--- config.mk ---
export PLATFORM = sky130hd
export DESIGN_NAME = cv_tracker
export DESIGN_NICKNAME = d
export VERILOG_FILES = /design/src/rtl/cv_tracker_pkg.sv /design/src/rtl/cv_op_sel.sv /design/src/rtl/cv_dir_array.sv /design/src/rtl/cv_line_update.sv /design/src/rtl/cv_tracker.sv
export SDC_FILE = /design/constraint.sdc
export NUM_CORES = 1
export LEC_CHECK = 0
export ABC_AREA = 1
export BUFFER_PORTS_ARGS = -buffer_cell sky130_fd_sc_hd__buf_2
export CAP_MARGIN = 0
export CORE_ASPECT_RATIO = 1.5
export CORE_MARGIN = 4
export CORE_UTILIZATION = 62
export DETAILED_ROUTE_END_ITERATION = 6
export PLACE_DENSITY = 0.88
export SYNTH_ARGS = -nofsm -noshare
export SYNTH_HDL_FRONTEND = slang
export SYNTH_SLANG_ARGS = --single-unit
--- constraint.sdc ---
create_clock -name clk_i -period 4.7 [get_ports clk_i]
set_clock_uncertainty 0.1 [all_clocks]
set_input_delay 0.235 -clock clk_i [delete_from_list [all_inputs] [get_ports clk_i]]
set_output_delay 0.235 -clock clk_i [all_outputs]
set_load 0.01 [all_outputs]
--- src/rtl/cv_tracker_pkg.sv ---
package cv_tracker_pkg;
  typedef enum logic [2:0] {
    OP_IDLE,
    OP_RD,
    OP_WR,
    OP_FILL,
    OP_DROP,
    OP_CEV
  } cv_op_e;
endpackage

--- src/rtl/cv_op_sel.sv ---
module cv_op_sel
  import cv_tracker_pkg::*;
#(
  parameter int ADDR_W = 12,
  parameter int CID_W  = 2
) (
  input  logic              fill_valid_i,
  input  logic              fill_drop_i,
  input  logic [ADDR_W-1:0] fill_addr_i,
  input  logic [CID_W-1:0]  fill_core_i,
  input  logic              lkp_valid_i,
  input  logic              lkp_write_i,
  input  logic [ADDR_W-1:0] lkp_addr_i,
  input  logic [CID_W-1:0]  lkp_core_i,
  input  logic              cev_valid_i,
  input  logic [ADDR_W-1:0] cev_addr_i,
  input  logic [CID_W-1:0]  cev_core_i,
  output cv_op_e            op_o,
  output logic [ADDR_W-1:0] addr_o,
  output logic [CID_W-1:0]  core_o
);
  // fixed priority: fill/drop, lookup, core eviction
  always_comb begin
    op_o   = OP_IDLE;
    addr_o = '0;
    core_o = '0;
    if (fill_valid_i) begin
      op_o   = fill_drop_i ? OP_DROP : OP_FILL;
      addr_o = fill_addr_i;
      core_o = fill_core_i;
    end else if (lkp_valid_i) begin
      op_o   = lkp_write_i ? OP_WR : OP_RD;
      addr_o = lkp_addr_i;
      core_o = lkp_core_i;
    end else if (cev_valid_i) begin
      op_o   = OP_CEV;
      addr_o = cev_addr_i;
      core_o = cev_core_i;
    end
  end
endmodule

--- src/rtl/cv_dir_array.sv ---
module cv_dir_array #(
  parameter int SETS  = 16,
  parameter int TAG_W = 8,
  parameter int NC    = 4,
  localparam int IDX_W = $clog2(SETS)
) (
  input  logic             clk_i,
  input  logic             rst_ni,
  input  logic [IDX_W-1:0] rd_idx_i,
  output logic             rd_valid_o,
  output logic [TAG_W-1:0] rd_tag_o,
  output logic [NC-1:0]    rd_vec_o,
  input  logic             we_i,
  input  logic [IDX_W-1:0] wr_idx_i,
  input  logic             wr_valid_i,
  input  logic [TAG_W-1:0] wr_tag_i,
  input  logic [NC-1:0]    wr_vec_i
);
  logic [SETS-1:0]            vld_all;
  logic [SETS-1:0][TAG_W-1:0] tag_all;
  logic [SETS-1:0][NC-1:0]    vec_all;

  for (genvar s = 0; s < SETS; s++) begin : g_set
    logic             vld_q;
    logic [TAG_W-1:0] tag_q;
    logic [NC-1:0]    vec_q;
    logic             sel;

    assign sel = we_i && (wr_idx_i == IDX_W'(s));

    always_ff @(posedge clk_i or negedge rst_ni) begin
      if (!rst_ni) begin
        vld_q <= 1'b0;
        tag_q <= '0;
        vec_q <= '0;
      end else if (sel) begin
        vld_q <= wr_valid_i;
        tag_q <= wr_tag_i;
        vec_q <= wr_vec_i;
      end
    end

    assign vld_all[s] = vld_q;
    assign tag_all[s] = tag_q;
    assign vec_all[s] = vec_q;
  end

  assign rd_valid_o = vld_all[rd_idx_i];
  assign rd_tag_o   = tag_all[rd_idx_i];
  assign rd_vec_o   = vec_all[rd_idx_i];

  AST_WRITE_LANDS: assert property (@(posedge clk_i) disable iff (!rst_ni)
    we_i |=> (vld_all[$past(wr_idx_i)] == $past(wr_valid_i)
              && vec_all[$past(wr_idx_i)] == $past(wr_vec_i)));
endmodule

--- src/rtl/cv_line_update.sv ---
module cv_line_update
  import cv_tracker_pkg::*;
#(
  parameter int NC    = 4,
  parameter int TAG_W = 8,
  parameter int CID_W = 2
) (
  input  cv_op_e           op_i,
  input  logic [CID_W-1:0] core_i,
  input  logic [TAG_W-1:0] tag_i,
  input  logic             line_valid_i,
  input  logic [TAG_W-1:0] line_tag_i,
  input  logic [NC-1:0]    line_vec_i,
  output logic             hit_o,
  output logic [NC-1:0]    snoop_o,
  output logic             we_o,
  output logic             new_valid_o,
  output logic [NC-1:0]    new_vec_o,
  output logic             binv_o,
  output logic [NC-1:0]    binv_mask_o
);
  logic          match;
  logic [NC-1:0] own;

  assign match = line_valid_i && (line_tag_i == tag_i);
  assign own   = NC'(1) << core_i;

  always_comb begin
    hit_o       = 1'b0;
    snoop_o     = '0;
    we_o        = 1'b0;
    new_valid_o = line_valid_i;
    new_vec_o   = line_vec_i;
    binv_o      = 1'b0;
    binv_mask_o = '0;
    unique case (op_i)
      OP_RD, OP_WR: begin
        hit_o = match;
        if (match) begin
          snoop_o     = line_vec_i & ~own;
          we_o        = 1'b1;
          new_valid_o = 1'b1;
          new_vec_o   = (op_i == OP_WR) ? own : (line_vec_i | own);
        end
      end
      OP_FILL: begin
        we_o        = 1'b1;
        new_valid_o = 1'b1;
        if (match) begin
          new_vec_o = line_vec_i | own;
        end else begin
          new_vec_o   = own;
          binv_o      = line_valid_i;
          binv_mask_o = line_valid_i ? line_vec_i : '0;
        end
      end
      OP_DROP: begin
        if (match) begin
          we_o        = 1'b1;
          new_valid_o = 1'b0;
          new_vec_o   = '0;
          binv_o      = 1'b1;
          binv_mask_o = line_vec_i;
        end
      end
      OP_CEV: begin
        if (match) begin
          we_o        = 1'b1;
          new_valid_o = 1'b1;
          new_vec_o   = line_vec_i & ~own;
        end
      end
      default: ;
    endcase
  end
endmodule

--- src/rtl/cv_tracker.sv ---
module cv_tracker
  import cv_tracker_pkg::*;
#(
  parameter int NUM_CORES   = 4,
  parameter int LINE_ADDR_W = 12,
  parameter int SETS        = 16,
  localparam int CID_W = (NUM_CORES > 1) ? $clog2(NUM_CORES) : 1
) (
  input  logic                   clk_i,
  input  logic                   rst_ni,
  input  logic                   lkp_valid_i,
  input  logic                   lkp_write_i,
  input  logic [LINE_ADDR_W-1:0] lkp_addr_i,
  input  logic [CID_W-1:0]       lkp_core_i,
  input  logic                   fill_valid_i,
  input  logic                   fill_drop_i,
  input  logic [LINE_ADDR_W-1:0] fill_addr_i,
  input  logic [CID_W-1:0]       fill_core_i,
  input  logic                   cev_valid_i,
  input  logic [LINE_ADDR_W-1:0] cev_addr_i,
  input  logic [CID_W-1:0]       cev_core_i,
  output logic                   lkp_done_o,
  output logic                   lkp_hit_o,
  output logic [NUM_CORES-1:0]   lkp_snoop_o,
  output logic                   binv_valid_o,
  output logic [LINE_ADDR_W-1:0] binv_addr_o,
  output logic [NUM_CORES-1:0]   binv_mask_o
);
  localparam int IDX_W = $clog2(SETS);
  localparam int TAG_W = LINE_ADDR_W - IDX_W;

  cv_op_e                 op;
  logic [LINE_ADDR_W-1:0] op_addr;
  logic [CID_W-1:0]       op_core;
  logic [IDX_W-1:0]       op_idx;
  logic [TAG_W-1:0]       op_tag;

  logic                   line_valid;
  logic [TAG_W-1:0]       line_tag;
  logic [NUM_CORES-1:0]   line_vec;

  logic                   hit, we, new_valid, binv;
  logic [NUM_CORES-1:0]   snoop, new_vec, binv_mask;
  logic                   is_lkp;

  cv_op_sel #(.ADDR_W(LINE_ADDR_W), .CID_W(CID_W)) u_sel (
    .fill_valid_i (fill_valid_i),
    .fill_drop_i  (fill_drop_i),
    .fill_addr_i  (fill_addr_i),
    .fill_core_i  (fill_core_i),
    .lkp_valid_i  (lkp_valid_i),
    .lkp_write_i  (lkp_write_i),
    .lkp_addr_i   (lkp_addr_i),
    .lkp_core_i   (lkp_core_i),
    .cev_valid_i  (cev_valid_i),
    .cev_addr_i   (cev_addr_i),
    .cev_core_i   (cev_core_i),
    .op_o         (op),
    .addr_o       (op_addr),
    .core_o       (op_core)
  );

  assign op_idx = op_addr[IDX_W-1:0];
  assign op_tag = op_addr[LINE_ADDR_W-1:IDX_W];
  assign is_lkp = (op == OP_RD) || (op == OP_WR);

  cv_dir_array #(.SETS(SETS), .TAG_W(TAG_W), .NC(NUM_CORES)) u_dir (
    .clk_i      (clk_i),
    .rst_ni     (rst_ni),
    .rd_idx_i   (op_idx),
    .rd_valid_o (line_valid),
    .rd_tag_o   (line_tag),
    .rd_vec_o   (line_vec),
    .we_i       (we),
    .wr_idx_i   (op_idx),
    .wr_valid_i (new_valid),
    .wr_tag_i   (op_tag),
    .wr_vec_i   (new_vec)
  );

  cv_line_update #(.NC(NUM_CORES), .TAG_W(TAG_W), .CID_W(CID_W)) u_upd (
    .op_i         (op),
    .core_i       (op_core),
    .tag_i        (op_tag),
    .line_valid_i (line_valid),
    .line_tag_i   (line_tag),
    .line_vec_i   (line_vec),
    .hit_o        (hit),
    .snoop_o      (snoop),
    .we_o         (we),
    .new_valid_o  (new_valid),
    .new_vec_o    (new_vec),
    .binv_o       (binv),
    .binv_mask_o  (binv_mask)
  );

  always_ff @(posedge clk_i or negedge rst_ni) begin
    if (!rst_ni) begin
      lkp_done_o   <= 1'b0;
      lkp_hit_o    <= 1'b0;
      lkp_snoop_o  <= '0;
      binv_valid_o <= 1'b0;
      binv_addr_o  <= '0;
      binv_mask_o  <= '0;
    end else begin
      lkp_done_o   <= is_lkp;
      lkp_hit_o    <= is_lkp && hit;
      lkp_snoop_o  <= is_lkp ? snoop : '0;
      binv_valid_o <= binv;
      binv_addr_o  <= binv ? {line_tag, op_idx} : '0;
      binv_mask_o  <= binv ? binv_mask : '0;
    end
  end

  AST_LKP_ONE_CYCLE: assert property (@(posedge clk_i) disable iff (!rst_ni)
    (lkp_valid_i && !fill_valid_i) |=> lkp_done_o);
  AST_MISS_NO_SNOOP: assert property (@(posedge clk_i) disable iff (!rst_ni)
    (lkp_done_o && !lkp_hit_o) |-> (lkp_snoop_o == '0));
  AST_REQ_NOT_SNOOPED: assert property (@(posedge clk_i) disable iff (!rst_ni)
    (lkp_valid_i && !fill_valid_i) |=>
      ((lkp_snoop_o & (NUM_CORES'(1) << $past(lkp_core_i))) == '0));
  AST_FILL_WINS: assert property (@(posedge clk_i) disable iff (!rst_ni)
    fill_valid_i |=> !lkp_done_o);
  AST_SINGLE_RESULT: assert property (@(posedge clk_i) disable iff (!rst_ni)
    !(lkp_done_o && binv_valid_o));
  AST_BINV_SOURCE: assert property (@(posedge clk_i) disable iff (!rst_ni)
    binv_valid_o |-> $past(fill_valid_i));
endmodule

# After elaboration in Yosys (flattened, before gate mapping)
# Cells that the tools add are included.
[classes]
n_lt_le_gt_ge = 1
eq_ne = 21
shift = 1
muxes = 39
bitwise_logic = 3
reduce_logical = 23
[op_table]
columns = ["op", "n"]
rows = [
  ["$mux 4", 13],
  ["$mux 12", 4],
  ["$bmux 8 s4", 1],
  ["$eq 4x4->1 const B", 8],
  ["$logic_and 1x1->1", 18],
  ["$bmux 4 s4", 1],
  ["$eq 4x3->1 const B", 4],
  ["$pmux 4 s4", 1],
  ["$mux 3", 4],
  ["$eq 4x2->1 const B", 2],
  ["$eq 8x8->1", 1],
  ["$mux 2", 4],
  ["$mux 8", 1],
  ["$pmux 4 s2", 1],
  ["$eq 3x2->1 const B", 2],
  ["$eq 3x3->1 const B", 2],
  ["$lt 4x5->1 const B", 1],
  ["$mux 1", 5],
  ["$and 4x4->4", 1],
  ["$bmux 1 s4", 1],
  ["$eq 4x1->1 const B", 1],
  ["$logic_not 4->1", 1],
  ["$not 4->4", 1],
  ["$or 4x4->4", 1],
  ["8 further kinds", 9],
]
[word_totals]
ff_bits = 231
in_bits = 49
elab_cells = 142

# Depth between registers and ports, before layout
[logic_depth]
ltp_word = 10
mapped_depth = 28
depth_no_buf = 24

# By module
# Synthesis repeated with hierarchy kept, for this count alone.
[unflattened]
hier_cells = 1672
hier_area_um2 = 12185.4
[by_module_without_submodules]
columns = ["mod", "n_inst", "cells_per_inst", "area_each_um2"]
rows = [
  ["cv_dir_array", 1, 1355, 10139.7],
  ["cv_tracker", 1, 72, 844.6],
  ["cv_line_update", 1, 142, 641.9],
  ["cv_op_sel", 1, 103, 559.3],
]

# Least setup slack after synthesis
# No wires, ideal clock.
[synth_timing]
kind = "in2reg"
startpoint = "input port fill_valid_i"
endpoint = "register u_dir.g_set[9].tag_q[7]"
setup_time_ns = 0.137
arrival_ns = 2.761
required_time_ns = 4.463
path_slack_ns = 1.702
cell_stages = 28
cell_sequence = "buf_4 inv_2 or2_1 buf_6 nand2_4 buf_6 buf_6 nand2_1 nand2_1 nand2_1 nand2_1 nand2_1 nand2_1 nor2_1 nand2_1 nand2_1 nor2_1 nand2_1 nor2_4 nand2_4 nand2_4 nand2_8 buf_8 nor2_4 nand2_2 buf_6 nand2_1 o21ai_1"
[synth_via]
elab_chain_cells = 8
elab_cells_between_ends = 18
[synth_lines]
columns = ["element", "line", "text"]
rows = [
  ["start, declared", "cv_tracker.sv:15", "input logic fill_valid_i,"],
  ["$mux 12", "cv_op_sel.sv:27", "if (fill_valid_i) begin"],
  ["$bmux 8 s4", "cv_dir_array.sv:49", "assign rd_tag_o = tag_all[rd_idx_i];"],
  ["$mux 8 (implied by the code)", "cv_dir_array.sv:49", ""],
  ["$eq 8x8->1", "cv_line_update.sv:25", "assign match = line_valid_i && (line_tag_i == tag_i);"],
  ["$logic_and 1x1->1", "cv_line_update.sv:25", ""],
  ["$mux 1", "cv_line_update.sv:39, cv_line_update.sv:58, cv_line_update.sv:67", ""],
  ["$pmux 1 s2", "cv_line_update.sv:36", "unique case (op_i)"],
  ["$logic_and 1x1->1", "cv_dir_array.sv:29", "assign sel = we_i && (wr_idx_i == IDX_W'(s));"],
  ["end signal, assigned", "cv_dir_array.sv:38", "tag_q <= wr_tag_i;"],
  ["end, declared", "cv_dir_array.sv:25", "logic [TAG_W-1:0] tag_q;"],
]
# Several ways; a longest one is shown, not always the timed one. The select of a mux whose other input is x is not followed.
# A chain may end at the register's enable or synchronous reset.

# Final worst setup path
[layout_timing]
startpoint = "input port fill_valid_i"
endpoint = "register u_dir.g_set[10].tag_q[1]"
[layout_via]
elab_chain_cells = 8
elab_cells_between_ends = 18
[layout_lines]
columns = ["element", "line"]
rows = [
  ["$mux 12", "cv_op_sel.sv:27"],
  ["$bmux 8 s4", "cv_dir_array.sv:49"],
  ["$mux 8 (implied by the code)", "cv_dir_array.sv:49"],
  ["$eq 8x8->1", "cv_line_update.sv:25"],
  ["$logic_and 1x1->1", "cv_line_update.sv:25"],
  ["$mux 1", "cv_line_update.sv:39, cv_line_update.sv:58, cv_line_update.sv:67"],
  ["$pmux 1 s2", "cv_line_update.sv:36"],
  ["$logic_and 1x1->1", "cv_dir_array.sv:29"],
  ["end signal, assigned", "cv_dir_array.sv:38"],
  ["end, declared", "cv_dir_array.sv:25"],
]
# Several ways; a longest one is shown, not always the timed one. The select of a mux whose other input is x is not followed.

==> summary.md <==
| Metric | Value |
|---|---|
| Status | `finished clean` |
| Row Count | `61` |
| Overall power | `5.94 mW` |
| Post-DR wirelength/cell | `17.9 um` |
| Footprint of the multi-input gates | `4930 um^2` |
| Sequential-to-total area share from yosys stat | `49.5%` |
| Most common cell after layout, fill and taps aside | `nand2_1` |
| Die ar. | `21100 um^2` |
| Top_reg_cell synth | `dfrtp_1` |
| Fmax | `0.262 GHz` |
| Fin crit share | `81.1%` |
| CP Max Fanout | `36` |
| Xor/xnor cell area share of the yosys netlist | `0%` |
| Cell internal pwr | `4.02 mW` |
| Area Growth Syn to Fin | `10.9%` |
| Dpl ws | `531 ps` |
| Critical Path Source Type | `input port` |
| Post-Synth Adder-Cell Area | `0%` |
| Final nets | `1610` |
| Fin. Hold Viols | `0` |
| Clock-pin slew on the worst setup and hold paths | `60 ps` |
| Number of synthesized register bits | `231` |
| Most frequent cells in the layout | `nand2_1, dfrtp_1, o21ai_0, inv_1, buf_2` |
| Arr. time, crit path | `4130 ps` |
| Cell taking the most area after synthesis | `dfrtp_1` |
| Register area | `5780 um^2` |
| Syn Std Cell Area | `11700 um^2` |
| DP Area | `12200 um^2` |
| Starting Density | `63.0%` |
| Seq pwr share | `46.1%` |
| Slew HR | `29.3%` |
| DP HPWL | `21800 um` |
| Clock root cell | `clkbuf_16` |
| Htree depth | `1` |
| Die height | `176 um` |
| Clk_lat worst skew | `530 ps` |
| Max-cap violations | `0` |
| Setup violations, final | `0` |
| Mapped Nets | `1557` |
| TritonRoute pass-1 iters | `6` |
| Switching Share | `32.4%` |
| Synth Area in Compound Gates | `11.9%` |
| Ys async rst share | `100%` |
| Via density per instance | `5.82` |
| Comb pwr share | `23.7%` |
| Clock share of power | `30.2%` |
| Number of global-route vias before repair | `10685` |
| Fraction of layout cells with a size suffix above 1 | `12.3%` |
| Vias | `10655` |
| Simple-Gate Fraction of Synth Area | `30.4%` |
| Post-synth top area share | `49.5%` |
| Synth unique cells | `32` |
| Largest family of logic cells by synthesized area | `simple AND/OR/NAND/NOR gates` |
| Diodes inserted | `0` |
| IO Pins | `72` |
| Post-Synthesis Cells | `1508` |
| Fin crit period | `3810 ps` |
| CP endpoint kind | `flop` |
| Worst EP required | `5020 ps` |
| CTS tree | `built` |
| Leak | `6.74 nW` |
| GRT overflow | `0` |
| Final wirelength | `32800 um` |
| Worst slew pin tran | `1060 ps` |
| Layout fillers | `1452` |
| Synthesis Warnings | `0` |
| DRT iter0 DRCs | `1062` |
| Total CTS buffers | `23` |
| Hold buffer count at cts | `4` |
| Die width | `120 um` |
| Initial antenna violation count | `1` |
| Number of routed nets with antenna violations | `0` |
| Buffers on Ports | `71` |
| Worst VDD drop | `342 uV` |
| Hold WC Path Type | `in -> reg` |
| Sink Count | `231` |
| Crit Path Class | `in -> reg` |
| Unrepaired setup endpoints after global routing | `no` |
| Residual DRC | `0` |
| Syn_area_per_cell | `7.74 um^2` |
| Main area contributors after synthesis | `dfrtp_1, nand2_1, o21ai_0` |
| Post-synthesis mux area share | `0%` |
| Clk buf depth | `3` |
| Total GRT Usage | `31.1%` |
| Final GP Congestion | `0.956` |
| First-pass GRT wire length | `53000 um` |
| Resize count post-CTS | `0` |
| Setup Buffers After CTS | `0` |
| Number of flops mapped to enable cells by yosys | `0` |
| Setup TNS | `0 ps` |
| Fin. max-slew vios | `0` |
| Fin area | `12900 um^2` |
| P_sw | `1.92 mW` |
| Power Density | `459 nW/um^2` |
| Pin count of the biggest net entering global routing | `140` |
| Worst setup margin | `890 ps` |
| Core ar. | `18500 um^2` |
==> cell families after synthesis <==
group	Yosys count
AOI/OAI and AO/OA	253
and+or+nand+nor	823
DFF	231
buffers and inverters	201
==> layer usage <==
| layer | share of wire, % | GRT usage (%) |
|---|---|---|
| met1 | 37 | 36.5 |
| met2 | 50 | 53.5 |
| met3 | 6.1 | 3.69 |
| met4 | 6.9 | 20.7 |
| met5 | 0.040 | 0 |
==> worst max-delay path, stage by stage <==
cell and delay [ps]:
buf_2 210, inv_2 260, or2_1 220, buf_4 410, buf_4 280, nand3b_1 90
nand2_1 90, nand2_1 50, nand2_1 70, nand2_1 100, nand2_1 150, nor2_1 60
nand2_1 50, nand2_1 50, nor2_1 160, nand2_1 150, nor2_4 200, nand2_4 120
nand2_4 100, nand2_8 180, nor2_1 430, buf_4 280, nand2_1 70, o21ai_0 90
==> area by class of cell <==
type	count	area share, %
Clock buffer	33	4.97
Timing Repair Buffer	115	5.84
Multi-Input combinational cell	1076	38.1
Sequential cell	231	44.6
Tap cell	252	2.44
Clock inverter	9	0.705
Inverter	114	3.30
==> cell usage after synthesis (5+ instances only) <==
| library cell | n |
|---|---|
| nor2_1 | 34 |
| nand4_1 | 6 |
| inv_1 | 96 |
| inv_2 | 16 |
| buf_6 | 16 |
| o211ai_1 | 5 |
| a221o_1 | 8 |
| o22ai_1 | 40 |
| nand3b_1 | 34 |
| clkbuf_1 | 18 |
| a21oi_1 | 6 |
| buf_4 | 8 |
| nor2_4 | 17 |
| o21ai_0 | 127 |
| buf_2 | 40 |
| dfrtp_1 | 231 |
| nor3_1 | 7 |
| nand2_1 | 639 |
| o21ai_1 | 63 |
| nand3_1 | 69 |
==> path summary, 6_finish.rpt <==
| path | slack, ps | cells after the start | startpoint | endpoint |
|---|---|---|---|---|
| setup / recovery | 890 | 24 | fill_valid_i | u_dir.g_set[10].tag_q[1] |
| hold / removal | 40 | 4 | cev_core_i[0] | lkp_snoop_o[3] |
| setup reg to reg | 1450 | 19 | u_dir.g_set[5].tag_q[6] | u_dir.g_set[10].tag_q[1] |
| hold reg to reg | 380 | 2 | u_dir.g_set[5].tag_q[5] | u_dir.g_set[5].tag_q[5] |
| max in group asynchronous | 3180 | 3 | rst_ni | u_dir.g_set[12].tag_q[6] |
| min in group asynchronous | 310 | 2 | rst_ni | u_dir.g_set[1].tag_q[1] |
==> power by group through the flow <==
stage,Clock [mW],Combinational [mW],Sequential (mW)
after detailed placement,0,1.37,2.75
after global routing,1.89,1.59,2.78
after global placement,0,1.32,2.73
after floorplan,0,0.984,2.69
final,1.80,1.41,2.74
after CTS,1.80,1.39,2.72
==> registers in the layout, summed over array words and instances, names as in the netlist <==
name               cells
lkp_snoop_o            4
binv_addr_o           12
u_dir.g_set.vec_q     64
lkp_done_o             1
lkp_hit_o              1
u_dir.g_set.tag_q    128
binv_mask_o            4
binv_valid_o           1
u_dir.g_set.vld_q     16
==> through the flow <==
step                      utilization, %  hold WS, ps  std cells
final                               69.8         38.5       1830
after global routing                69.8         68.3       1830
after floorplan                        -         -161       1508
after global placement              65.6          333       1784
after CTS                           69.8         26.8       1830
after detailed placement            65.6          331       1784
(Power assumes the default switching activity.)
